==> src/rtl/dac_ctrl_pkg.sv <==
package dac_ctrl_pkg;
  localparam int FRAME_W = 24;
  localparam int CODE_W  = 18;
  localparam int ADDR_W  = 3;
  localparam int DATA_LSB = 2;

  localparam logic [ADDR_W-1:0] ADR_DAC     = 3'b001;
  localparam logic [ADDR_W-1:0] ADR_CLRCODE = 3'b011;

  function automatic logic frame_rw(input logic [FRAME_W-1:0] f);
    return f[FRAME_W-1];
  endfunction

  function automatic logic [ADDR_W-1:0] frame_addr(input logic [FRAME_W-1:0] f);
    return f[FRAME_W-2 -: ADDR_W];
  endfunction

  function automatic logic [CODE_W-1:0] frame_data(input logic [FRAME_W-1:0] f);
    return f[DATA_LSB +: CODE_W];
  endfunction

  function automatic logic [FRAME_W-1:0] pack_readback(input logic [ADDR_W-1:0] a,
                                                       input logic [CODE_W-1:0] d);
    return {1'b1, a, d, {DATA_LSB{1'b0}}};
  endfunction
endpackage

==> src/rtl/dac_ctrl_serial.sv <==
module dac_ctrl_serial
  import dac_ctrl_pkg::*;
#(
  parameter int FW = FRAME_W,
  localparam int CW = $clog2(FW + 2)
) (
  input  logic              clk,
  input  logic              rst_n,
  input  logic              sync_n,
  input  logic              sclk,
  input  logic              sdin,
  input  logic [CODE_W-1:0] rd_val,
  output logic              frame_stb,
  output logic [FW-1:0]     frame_word,
  output logic              sdo
);
  logic          sync_q, sclk_q, rd_pend;
  logic [CW-1:0] bit_cnt;
  logic [FW-1:0] in_sr, out_sr, rd_word;

  wire sync_fall = sync_q & ~sync_n;
  wire sync_rise = ~sync_q & sync_n;
  wire sclk_fall = sclk_q & ~sclk & ~sync_n & ~sync_fall;

  assign frame_stb  = sync_rise && (bit_cnt == CW'(FW));
  assign frame_word = in_sr;
  assign sdo        = out_sr[FW-1];

  always_ff @(posedge clk) begin
    if (!rst_n) begin
      sync_q  <= 1'b1;
      sclk_q  <= 1'b1;
      bit_cnt <= '0;
      in_sr   <= '0;
      out_sr  <= '0;
      rd_word <= '0;
      rd_pend <= 1'b0;
    end else begin
      sync_q <= sync_n;
      sclk_q <= sclk;
      if (sync_fall) begin
        bit_cnt <= '0;
        out_sr  <= rd_pend ? rd_word : '0;
        rd_pend <= 1'b0;
      end else if (sclk_fall) begin
        if (bit_cnt <= CW'(FW)) bit_cnt <= bit_cnt + 1'b1;
        in_sr  <= {in_sr[FW-2:0], sdin};
        out_sr <= {out_sr[FW-2:0], 1'b0};
      end else if (sync_rise) begin
        out_sr <= '0;
        if (frame_stb && frame_rw(in_sr)) begin
          rd_pend <= 1'b1;
          rd_word <= pack_readback(frame_addr(in_sr), rd_val);
        end
      end
    end
  end


  bit_cnt_bound_chk: assert property (@(posedge clk) disable iff (!rst_n)
    bit_cnt <= CW'(FW + 1));


  sdo_idle_chk: assert property (@(posedge clk) disable iff (!rst_n)
    (sync_q && sync_n) |-> !sdo);


  sdo_first_bit_chk: assert property (@(posedge clk) disable iff (!rst_n)
    sync_fall |=> (sdo == $past(rd_pend ? rd_word[FW-1] : 1'b0)));
endmodule

==> src/rtl/dac_ctrl_regs.sv <==
module dac_ctrl_regs
  import dac_ctrl_pkg::*;
#(
  parameter int FW = FRAME_W,
  parameter int DW = CODE_W
) (
  input  logic              clk,
  input  logic              rst_n,
  input  logic              ldac_n,
  input  logic              clr_n,
  input  logic              frame_stb,
  input  logic [FW-1:0]     frame_word,
  input  logic [ADDR_W-1:0] rd_addr,
  output logic [DW-1:0]     rd_val,
  output logic [DW-1:0]     code
);
  logic          ldac_q;
  logic [DW-1:0] input_q, dac_q, clear_q;

  wire [ADDR_W-1:0] wr_addr = frame_addr(frame_word);
  wire [DW-1:0]     wr_data = frame_data(frame_word);
  wire is_wr     = frame_stb & ~frame_rw(frame_word);
  wire dac_wr    = is_wr && (wr_addr == ADR_DAC);
  wire clr_wr    = is_wr && (wr_addr == ADR_CLRCODE);
  wire ldac_fall = ldac_q & ~ldac_n;
  wire load_now  = dac_wr & ~ldac_n;
  wire clr_act   = ~clr_n;

  assign code = dac_q;

  always_comb begin
    case (rd_addr)
      ADR_DAC:     rd_val = dac_q;
      ADR_CLRCODE: rd_val = clear_q;
      default:     rd_val = '0;
    endcase
  end

  always_ff @(posedge clk) begin
    if (!rst_n) begin
      ldac_q  <= 1'b1;
      input_q <= '0;
      dac_q   <= '0;
      clear_q <= '0;
    end else begin
      ldac_q <= ldac_n;
      if (dac_wr) input_q <= wr_data;
      if (clr_wr) clear_q <= wr_data;
      if (clr_act)        dac_q <= clear_q;
      else if (load_now)  dac_q <= wr_data;
      else if (ldac_fall) dac_q <= input_q;
    end
  end


  load_now_chk: assert property (@(posedge clk) disable iff (!rst_n)
    (load_now && clr_n) |=> (code == $past(wr_data)));


  hold_code_chk: assert property (@(posedge clk) disable iff (!rst_n)
    (clr_n && !load_now && !ldac_fall) |=> $stable(code));


  clear_wins_chk: assert property (@(posedge clk) disable iff (!rst_n)
    !clr_n |=> (code == $past(clear_q)));


  reset_code_chk: assert property (@(posedge clk)
    !rst_n |=> (code == '0));
endmodule

==> src/rtl/dac_ctrl_core.sv <==
module dac_ctrl_core
  import dac_ctrl_pkg::*;
(
  input  logic              clk,
  input  logic              rst_n,
  input  logic              sync_n,
  input  logic              sclk,
  input  logic              sdin,
  input  logic              ldac_n,
  input  logic              clr_n,
  output logic              sdo,
  output logic [CODE_W-1:0] code_out
);
  logic               frame_stb;
  logic [FRAME_W-1:0] frame_word;
  logic [CODE_W-1:0]  rd_val;
  logic [ADDR_W-1:0]  rd_addr;

  assign rd_addr = frame_addr(frame_word);

  dac_ctrl_serial #(.FW(FRAME_W)) u_serial (
    .clk(clk), .rst_n(rst_n), .sync_n(sync_n), .sclk(sclk), .sdin(sdin),
    .rd_val(rd_val), .frame_stb(frame_stb), .frame_word(frame_word), .sdo(sdo)
  );

  dac_ctrl_regs #(.FW(FRAME_W), .DW(CODE_W)) u_regs (
    .clk(clk), .rst_n(rst_n), .ldac_n(ldac_n), .clr_n(clr_n),
    .frame_stb(frame_stb), .frame_word(frame_word), .rd_addr(rd_addr),
    .rd_val(rd_val), .code(code_out)
  );
endmodule

==> config.mk <==
export PLATFORM = sky130hd
export DESIGN_NAME = dac_ctrl_core
export DESIGN_NICKNAME = d
export VERILOG_FILES = /design/src/rtl/dac_ctrl_pkg.sv /design/src/rtl/dac_ctrl_serial.sv /design/src/rtl/dac_ctrl_regs.sv /design/src/rtl/dac_ctrl_core.sv
export SDC_FILE = /design/constraint.sdc
export NUM_CORES = 1
export LEC_CHECK = 0
export BUFFER_PORTS_ARGS = -buffer_cell sky130_fd_sc_hd__buf_2
export CAP_MARGIN = 20
export CORE_ASPECT_RATIO = 0.8
export CORE_MARGIN = 1
export CORE_UTILIZATION = 43
export CTS_BUF_LIST = sky130_fd_sc_hd__clkbuf_4 sky130_fd_sc_hd__clkbuf_8 sky130_fd_sc_hd__clkbuf_16
export DETAILED_ROUTE_END_ITERATION = 7
export GPL_TIMING_DRIVEN = 0
export SLEW_MARGIN = 20
export SYNTH_ARGS = -nofsm -noshare
export SYNTH_HDL_FRONTEND = slang
export SYNTH_SLANG_ARGS = --single-unit
==> constraint.sdc <==
create_clock -name clk -period 2 [get_ports clk]
set_input_delay 0.3 -clock clk [delete_from_list [all_inputs] [get_ports clk]]
set_output_delay 0.3 -clock clk [all_outputs]
set_load 0.05 [all_outputs]
==> impl_metrics.py, run 1 <==
metrics = {
    "run_status": {
        "outcome": "completed",
    },
    "timing": {
        "fmax_mhz": 516.4,
        "worstMarginPinSlew_ns": 0.7087,
        "finClkSkew_ns": 0.006661,
        "slew_violations": 0,
        "hold_violations": 0,
        "fin_crit_sh": 0.9682,
        "relSlewSlack": 0.5275,
        "setup_viol": 0,
        "holdWs_ns": 0.1376,
        "fin_crit_ns": 1.936,
    },
    "power": {
        "powerDensity_mw_per_mm2": 927.6,
        "vdd_drop_max_v": 0.0006298,
        "p_leak_nw": 2.548,
    },
    "synthesis": {
        "synth_top_family_by_area": "compound AO/OA/AOI/OAI gates",
        "synth_most_common_cell": "dfxtp_1",
        "synth_seq_area_share": 0.4785,
        "synthTopCellsByCount": "dfxtp_1, nand2_1, nor2b_1",
        "ys_ff_latch": 131,
        "synth_area_mm2": 0.005480,
        "synthMuxAreaShare": 0.04566,
        "synth_compound_area_frac": 0.2434,
        "synth_cell_types": 50,
        "async_flop_share": 0,
        "yosys_warnings": 0,
        "synthCells": 577,
        "syn_nets": 586,
        "yosysTopAreaCell": "dfxtp_1",
        "synthAdderAreaFrac": 0.004566,
        "yosys.area_share.simple": 0.1756,
        "synth_edf_count": 0,
        "synth.avg_cell_area_um2": 9.498,
        "yosys.area.top_type_share": 0.4785,
        "synth_area_leaders": "dfxtp_1, nand2_1, a21boi_0",
        "synth-main-ff-cell": "dfxtp_1",
        "synthXorXnorAreaFrac": 0.003196,
    },
    "hold_path": {
        "worstHoldStart": "sdin",
        "hold_depth": 3,
        "hold_class": "in2reg",
        "worstHoldEndpoint": "u_serial.frame_word[0]",
    },
    "setup_path": {
        "cp_data_required_time_ns": 2.34,
        "arrival_ns": 2.28,
        "r2r_slack_ns": 0.06,
        "reg2reg_to": "u_regs.code[1]",
        "crit_fanout": 10,
        "endpoint_kind": "register",
        "start_kind": "register",
        "reg2reg_depth": 10,
        "reg2reg_from": "u_serial.bit_cnt[0]",
        "critPathKind": "reg2reg",
    },
    "detailed_routing": {
        "first_pass_iters": 7,
        "wl_um": 15070,
        "wire_per_inst_um": 18.74,
        "drt-initial-drc-count": 414,
        "drc": 0,
        "vias": 4590,
        "viasPerCell": 5.709,
        "postRouteAntennaNets": 0,
    },
    "die": {
        "coreArea_mm2": 0.01230,
        "initial_core_util": 0.4457,
        "die_area_mm2": 0.01320,
        "die_w_um": 128.2,
        "ioPinCount": 26,
        "row_count": 36,
        "die_y_um": 103.0,
    },
    "clocking": {
        "tritoncts": "built",
        "cts.clk_slew.worst_paths_ns": 0.06,
        "cts_root_buf": "clkbuf_16",
        "htreeDepth": 4,
        "ctsHoldBuffers": 0,
        "worstSkewPairLatency_ns": 0.41,
        "cts.path.max_buffers": 2,
        "cts_made_buffers": 17,
        "cts_sinks": 131,
    },
    "global_routing": {
        "grt_antenna_before_repair": 0,
        "gr-total-overflow": 0,
        "grt_pass1_wl_um": 24050,
        "first_global_vias": 4552,
        "grt_max_degree": 20,
        "grtUsageTotal": 0.2454,
    },
    "final_layout": {
        "fin_area_mm2": 0.006511,
        "syn2layout_area_growth_pct": 18.81,
        "diodes": 0,
        "instances_no_fill": 804,
        "drive_above_1_share": 0.1675,
        "n_fill_cell": 1164,
        "final_util": 0.5295,
        "nets": 629,
    },
    "run": {
        "maxCapViolations": 0,
    },
    "placed_design": {
        "dp_hpwl_um": 10270,
        "placed_area_mm2": 0.005809,
        "dp_cells": 771,
        "place_congestion": 0.8174,
        "port_buffers": 23,
    },
}
## where the power goes
group	switching (mW)	internal, mW	leakage, nW
Clock	1.12	1.95	0.295
Combinational	0.221	0.0945	1.19
Sequential	0.0202	2.63	1.06
Total	1.36	4.68	2.55
## registers in the layout, summed over array words and instances, names as in the netlist
register / cells
u_serial.sclk_q: 1
u_serial.rd_pend: 1
u_serial.out_sr: 22
u_serial.sync_q: 1
u_serial.frame_word: 24
u_serial.bit_cnt: 5
u_regs.code: 18
u_regs.clear_q: 18
u_serial.rd_word: 22
u_regs.input_q: 18
u_regs.ldac_q: 1
## layer usage
metal	vias to the layer above	track usage	wire length, um
met1	2237	0.3273	7076
met5	-	0	0
met2	157	0.3859	6778
met3	27	0.05241	893
met4	0	0.1059	321
li1	2169	-	-
## per-stage QoR
stage | worst slack (ns) | setup TNS (ns) | power (mW)
3_5_place_dp | -0.1726 | -5.342 | 3.006
3_3_place_gp | -0.1095 | -1.572 | 3.001
5_1_grt | -0.0008824 | -0.001457 | 6.209
2_1_floorplan | 0.1565 | 0 | 2.912
4_1_cts | 0.004776 | 0 | 6.060
6_report | 0.06368 | 0 | 6.040
## worst max path at each step
| stage | to | from | slack, ns | cells past startpoint |
|---|---|---|---|---|
| floorplan | u_serial.rd_word[12] | u_serial.bit_cnt[0] | 0.16 | 9 |
| global route | u_regs.code[1] | u_serial.bit_cnt[0] | -0.0009 | 10 |
| finish | u_regs.code[1] | u_serial.bit_cnt[0] | 0.06 | 10 |
| detailed placement | u_regs.input_q[9] | u_serial.bit_cnt[0] | -0.17 | 8 |
| global placement | u_regs.input_q[8] | u_serial.bit_cnt[0] | -0.11 | 8 |
| CTS | u_serial.rd_word[5] | u_serial.bit_cnt[0] | 0.005 | 9 |
## cells in the final DEF (no fill, tap or decap), types with 3 or more instances in the layout
cell / instances
a31oi_1: 8
a21boi_0: 41
mux2i_1: 24
o211a_1: 18
clkbuf_4: 8
o21ai_0: 3
clkinv_2: 4
a22oi_1: 27
buf_6: 6
o22ai_2: 3
buf_4: 7
o31ai_1: 13
a222oi_1: 26
clkbuf_1: 25
nor2_1: 7
nor2b_1: 46
clkbuf_16: 17
nand2_1: 119
buf_2: 30
nand2b_1: 8
dfxtp_1: 129
o221ai_1: 3
a21oi_2: 5
inv_1: 4
## layout make-up
type                            count  area, um^2  area share
Sequential cell                   131        2625      0.4032
Multi-Input combinational cell    389        2638      0.4051
Inverter                            5       18.77    0.002882
Clock inverter                      9       105.1     0.01614
Buffer                             51       297.8     0.04573
Timing Repair Buffer               25       130.1     0.01998
Tap cell                          171       214.0     0.03286
Clock buffer                       23       483.0     0.07417
## kinds of logic after synthesis
family	after synthesis
compound gates	161
fa+ha+maj	2
xor+xnor	2
buf+inv	57
mux	25
flops	131
simple gates	199
## what timing repair did
action                                  in CTS  in global routing
pin swaps                                    0                  1
endpoints found under the hold margin        0                  0
endpoints found under the setup margin      80                 73
gates resized for setup                     12                 22
buffers inserted                             0                  2
## worst max-delay path: stages (launching register included)
cell and delay (ns):
dfxtp_2 0.32, inv_1 0.06, ha_2 0.18, and4b_1 0.20, buf_6 0.14, and4_4 0.17
buf_6 0.12, or2_1 0.23, buf_6 0.15, buf_12 0.16, a21oi_2 0.12
Note: power is estimated with default switching activity, not from simulation.
==> inputs of run 2 (changes only) <==
==> constraint.sdc (replaced) <==
create_clock -name clk -period 2.5 [get_ports clk]
set_input_delay 0.375 -clock clk [delete_from_list [all_inputs] [get_ports clk]]
set_output_delay 0.375 -clock clk [all_outputs]
set_load 0.05 [all_outputs]
==> run 2 against run 1 <==
  * The run now ends with design-rule violations left
  * Worst setup slack better by 0.26 ns
  * Global-route usage is 0.068 points lower
  * Flip-flop and latch count stayed put
  * Clock power is 20% lower
  * Cell count is 0.12% lower
  * Power is 20% lower
  * Final area is 1.7% lower
  * Sequential power is 20% lower
  * Routed wire length is 1.3% lower
  * Largest power group unchanged
==> impl_metrics.py, run 2 (same netlist as run 1, synthesis figures left out) <==
metrics = {
    "setup_path": {
        "path_cells": "inv_1, ha_1, and4b_1, buf_6, nand3_1, clkbuf_1, nand2_1, a21boi_0",
        "reg2reg_depth": 8,
        "cp-startpoint": "u_serial.bit_cnt[0]",
        "endpoint_kind": "register",
        "crit_fanout": 10,
        "critPathKind": "reg2reg",
        "arrival_ns": 2.51,
        "cpPeakStageDelay_ns": 0.51,
        "cp_data_required_time_ns": 2.84,
        "reg2reg_from": "u_serial.bit_cnt[0]",
        "cpMaxStageDelayCell": "clkbuf_1",
        "start_kind": "register",
    },
    "die": {
        "coreArea_mm2": 0.01230,
        "ioPinCount": 26,
        "die_y_um": 103.0,
        "die_w_um": 128.2,
        "initial_core_util": 0.4457,
        "row_count": 36,
        "die_area_mm2": 0.01320,
    },
    "timing": {
        "fin_crit_ns": 2.176,
        "tns_ns": 0,
        "setup_viol": 0,
        "worstMarginPinSlew_ns": 0.7220,
        "hold_violations": 0,
        "finClkSkew_ns": 0.006251,
        "fin_crit_sh": 0.8704,
        "fmax_mhz": 459.6,
        "final.setup.worst_slack_ns": 0.3241,
        "relSlewSlack": 0.5186,
        "slew_violations": 0,
        "rsz0062_at_grt": "no",
    },
    "clocking": {
        "ctsHoldBuffers": 0,
        "post_cts_buffers": 0,
        "cts_made_buffers": 17,
        "worstSkewPairLatency_ns": 0.42,
        "cts_root_buf": "clkbuf_16",
        "htreeDepth": 4,
        "cts.repair.resized": 0,
        "cts_sinks": 131,
        "cts.path.max_buffers": 2,
        "cts.clk_slew.worst_paths_ns": 0.06,
        "tritoncts": "built",
    },
    "detailed_routing": {
        "drt-initial-drc-count": 446,
        "drc": 2,
        "wl_um": 14870,
        "vias": 4526,
        "first_pass_iters": 8,
        "wire_per_inst_um": 18.52,
        "viasPerCell": 5.636,
        "postRouteAntennaNets": 0,
    },
    "final_layout": {
        "drive_above_1_share": 0.1456,
        "final_cell_mix": "dfxtp_1, nand2_1, nor2b_1",
        "diodes": 0,
        "nets": 628,
        "syn2layout_area_growth_pct": 16.74,
        "largest_reg_flops": 24,
        "final_common_cell": "dfxtp_1",
    },
    "hold_path": {
        "worstHoldStart": "sclk",
        "hold_class": "in2reg",
        "hold_depth": 2,
    },
    "run_status": {
        "violations": "design-rule violations",
        "outcome": "finished with violations",
    },
    "global_routing": {
        "first_global_vias": 4566,
        "grt_pass1_wl_um": 23960,
        "gr-total-overflow": 0,
        "grt_max_degree": 17,
        "grtUsageTotal": 0.2448,
        "grt_antenna_before_repair": 0,
    },
    "placed_design": {
        "port_buffers": 23,
        "place_ws_ns": 0.2924,
        "place_congestion": 0.8174,
        "dp_hpwl_um": 10270,
    },
    "power": {
        "p_leak_nw": 2.512,
        "vdd_drop_max_v": 0.0005155,
        "powerDensity_mw_per_mm2": 754.0,
    },
    "run": {
        "maxCapViolations": 0,
    },
}
run 2: path summary, 6_finish.rpt:
kind / end / slack (ns)
worst max-delay path: u_regs.input_q[12] / 0.32
worst min-delay path: u_serial.sclk_q / 0.18
worst max register to register: u_regs.input_q[12] / 0.32
worst min register to register: u_regs.input_q[16] / 0.45
run 2: layout make-up:
cell class,instances,area [um^2]
Clock buffer,23,483.0
Fill cell,1168,5899
Sequential cell,131,2623
Tap cell,171,214.0
Clock inverter,9,105.1
Timing Repair Buffer,23,115.1
Inverter,5,18.77
Multi-Input combinational cell,389,2589
Buffer,52,250.2
run 2: per-layer routing:
| metal | global-route usage | part of all wire | vias up |
|---|---|---|---|
| li1 | - | - | 2163 |
| met1 | 0.3254 | 0.48 | 2208 |
| met2 | 0.3842 | 0.44 | 123 |
| met3 | 0.05449 | 0.048 | 32 |
| met4 | 0.1059 | 0.023 | 0 |
| met5 | 0 | 0 | - |
run 2: critical path, delay by kind of cell, from the launching register on:
kind | cells | cell delay (ns)
and+or+nand+nor | 3 | 0.64
AOI/OAI and AO/OA | 1 | 0.17
adders and majority gates | 1 | 0.21
buffers and inverters | 3 | 0.73
DFF | 1 | 0.35
run 2: stage by stage:
step	total power [mW]	instances	hold slack, ns	area [um^2]	util
after floorplan	2.330	577	0.4300	5480	-
after global placement	2.400	771	0.4387	5809	0.4724
after detailed placement	2.405	771	0.4453	5809	0.4724
after CTS	4.846	803	0.1733	6397	0.5202
after global routing	4.957	803	0.1851	6397	0.5202
final	4.824	803	0.1840	6397	0.5202
run 2: report_power, final:
| group | leakage, nW | internal, mW | switching, mW |
|---|---|---|---|
| combinational | 1.16 | 0.0695 | 0.173 |
| sequential | 1.06 | 2.11 | 0.0157 |
| clock | 0.295 | 1.56 | 0.901 |
| total | 2.51 | 3.73 | 1.09 |
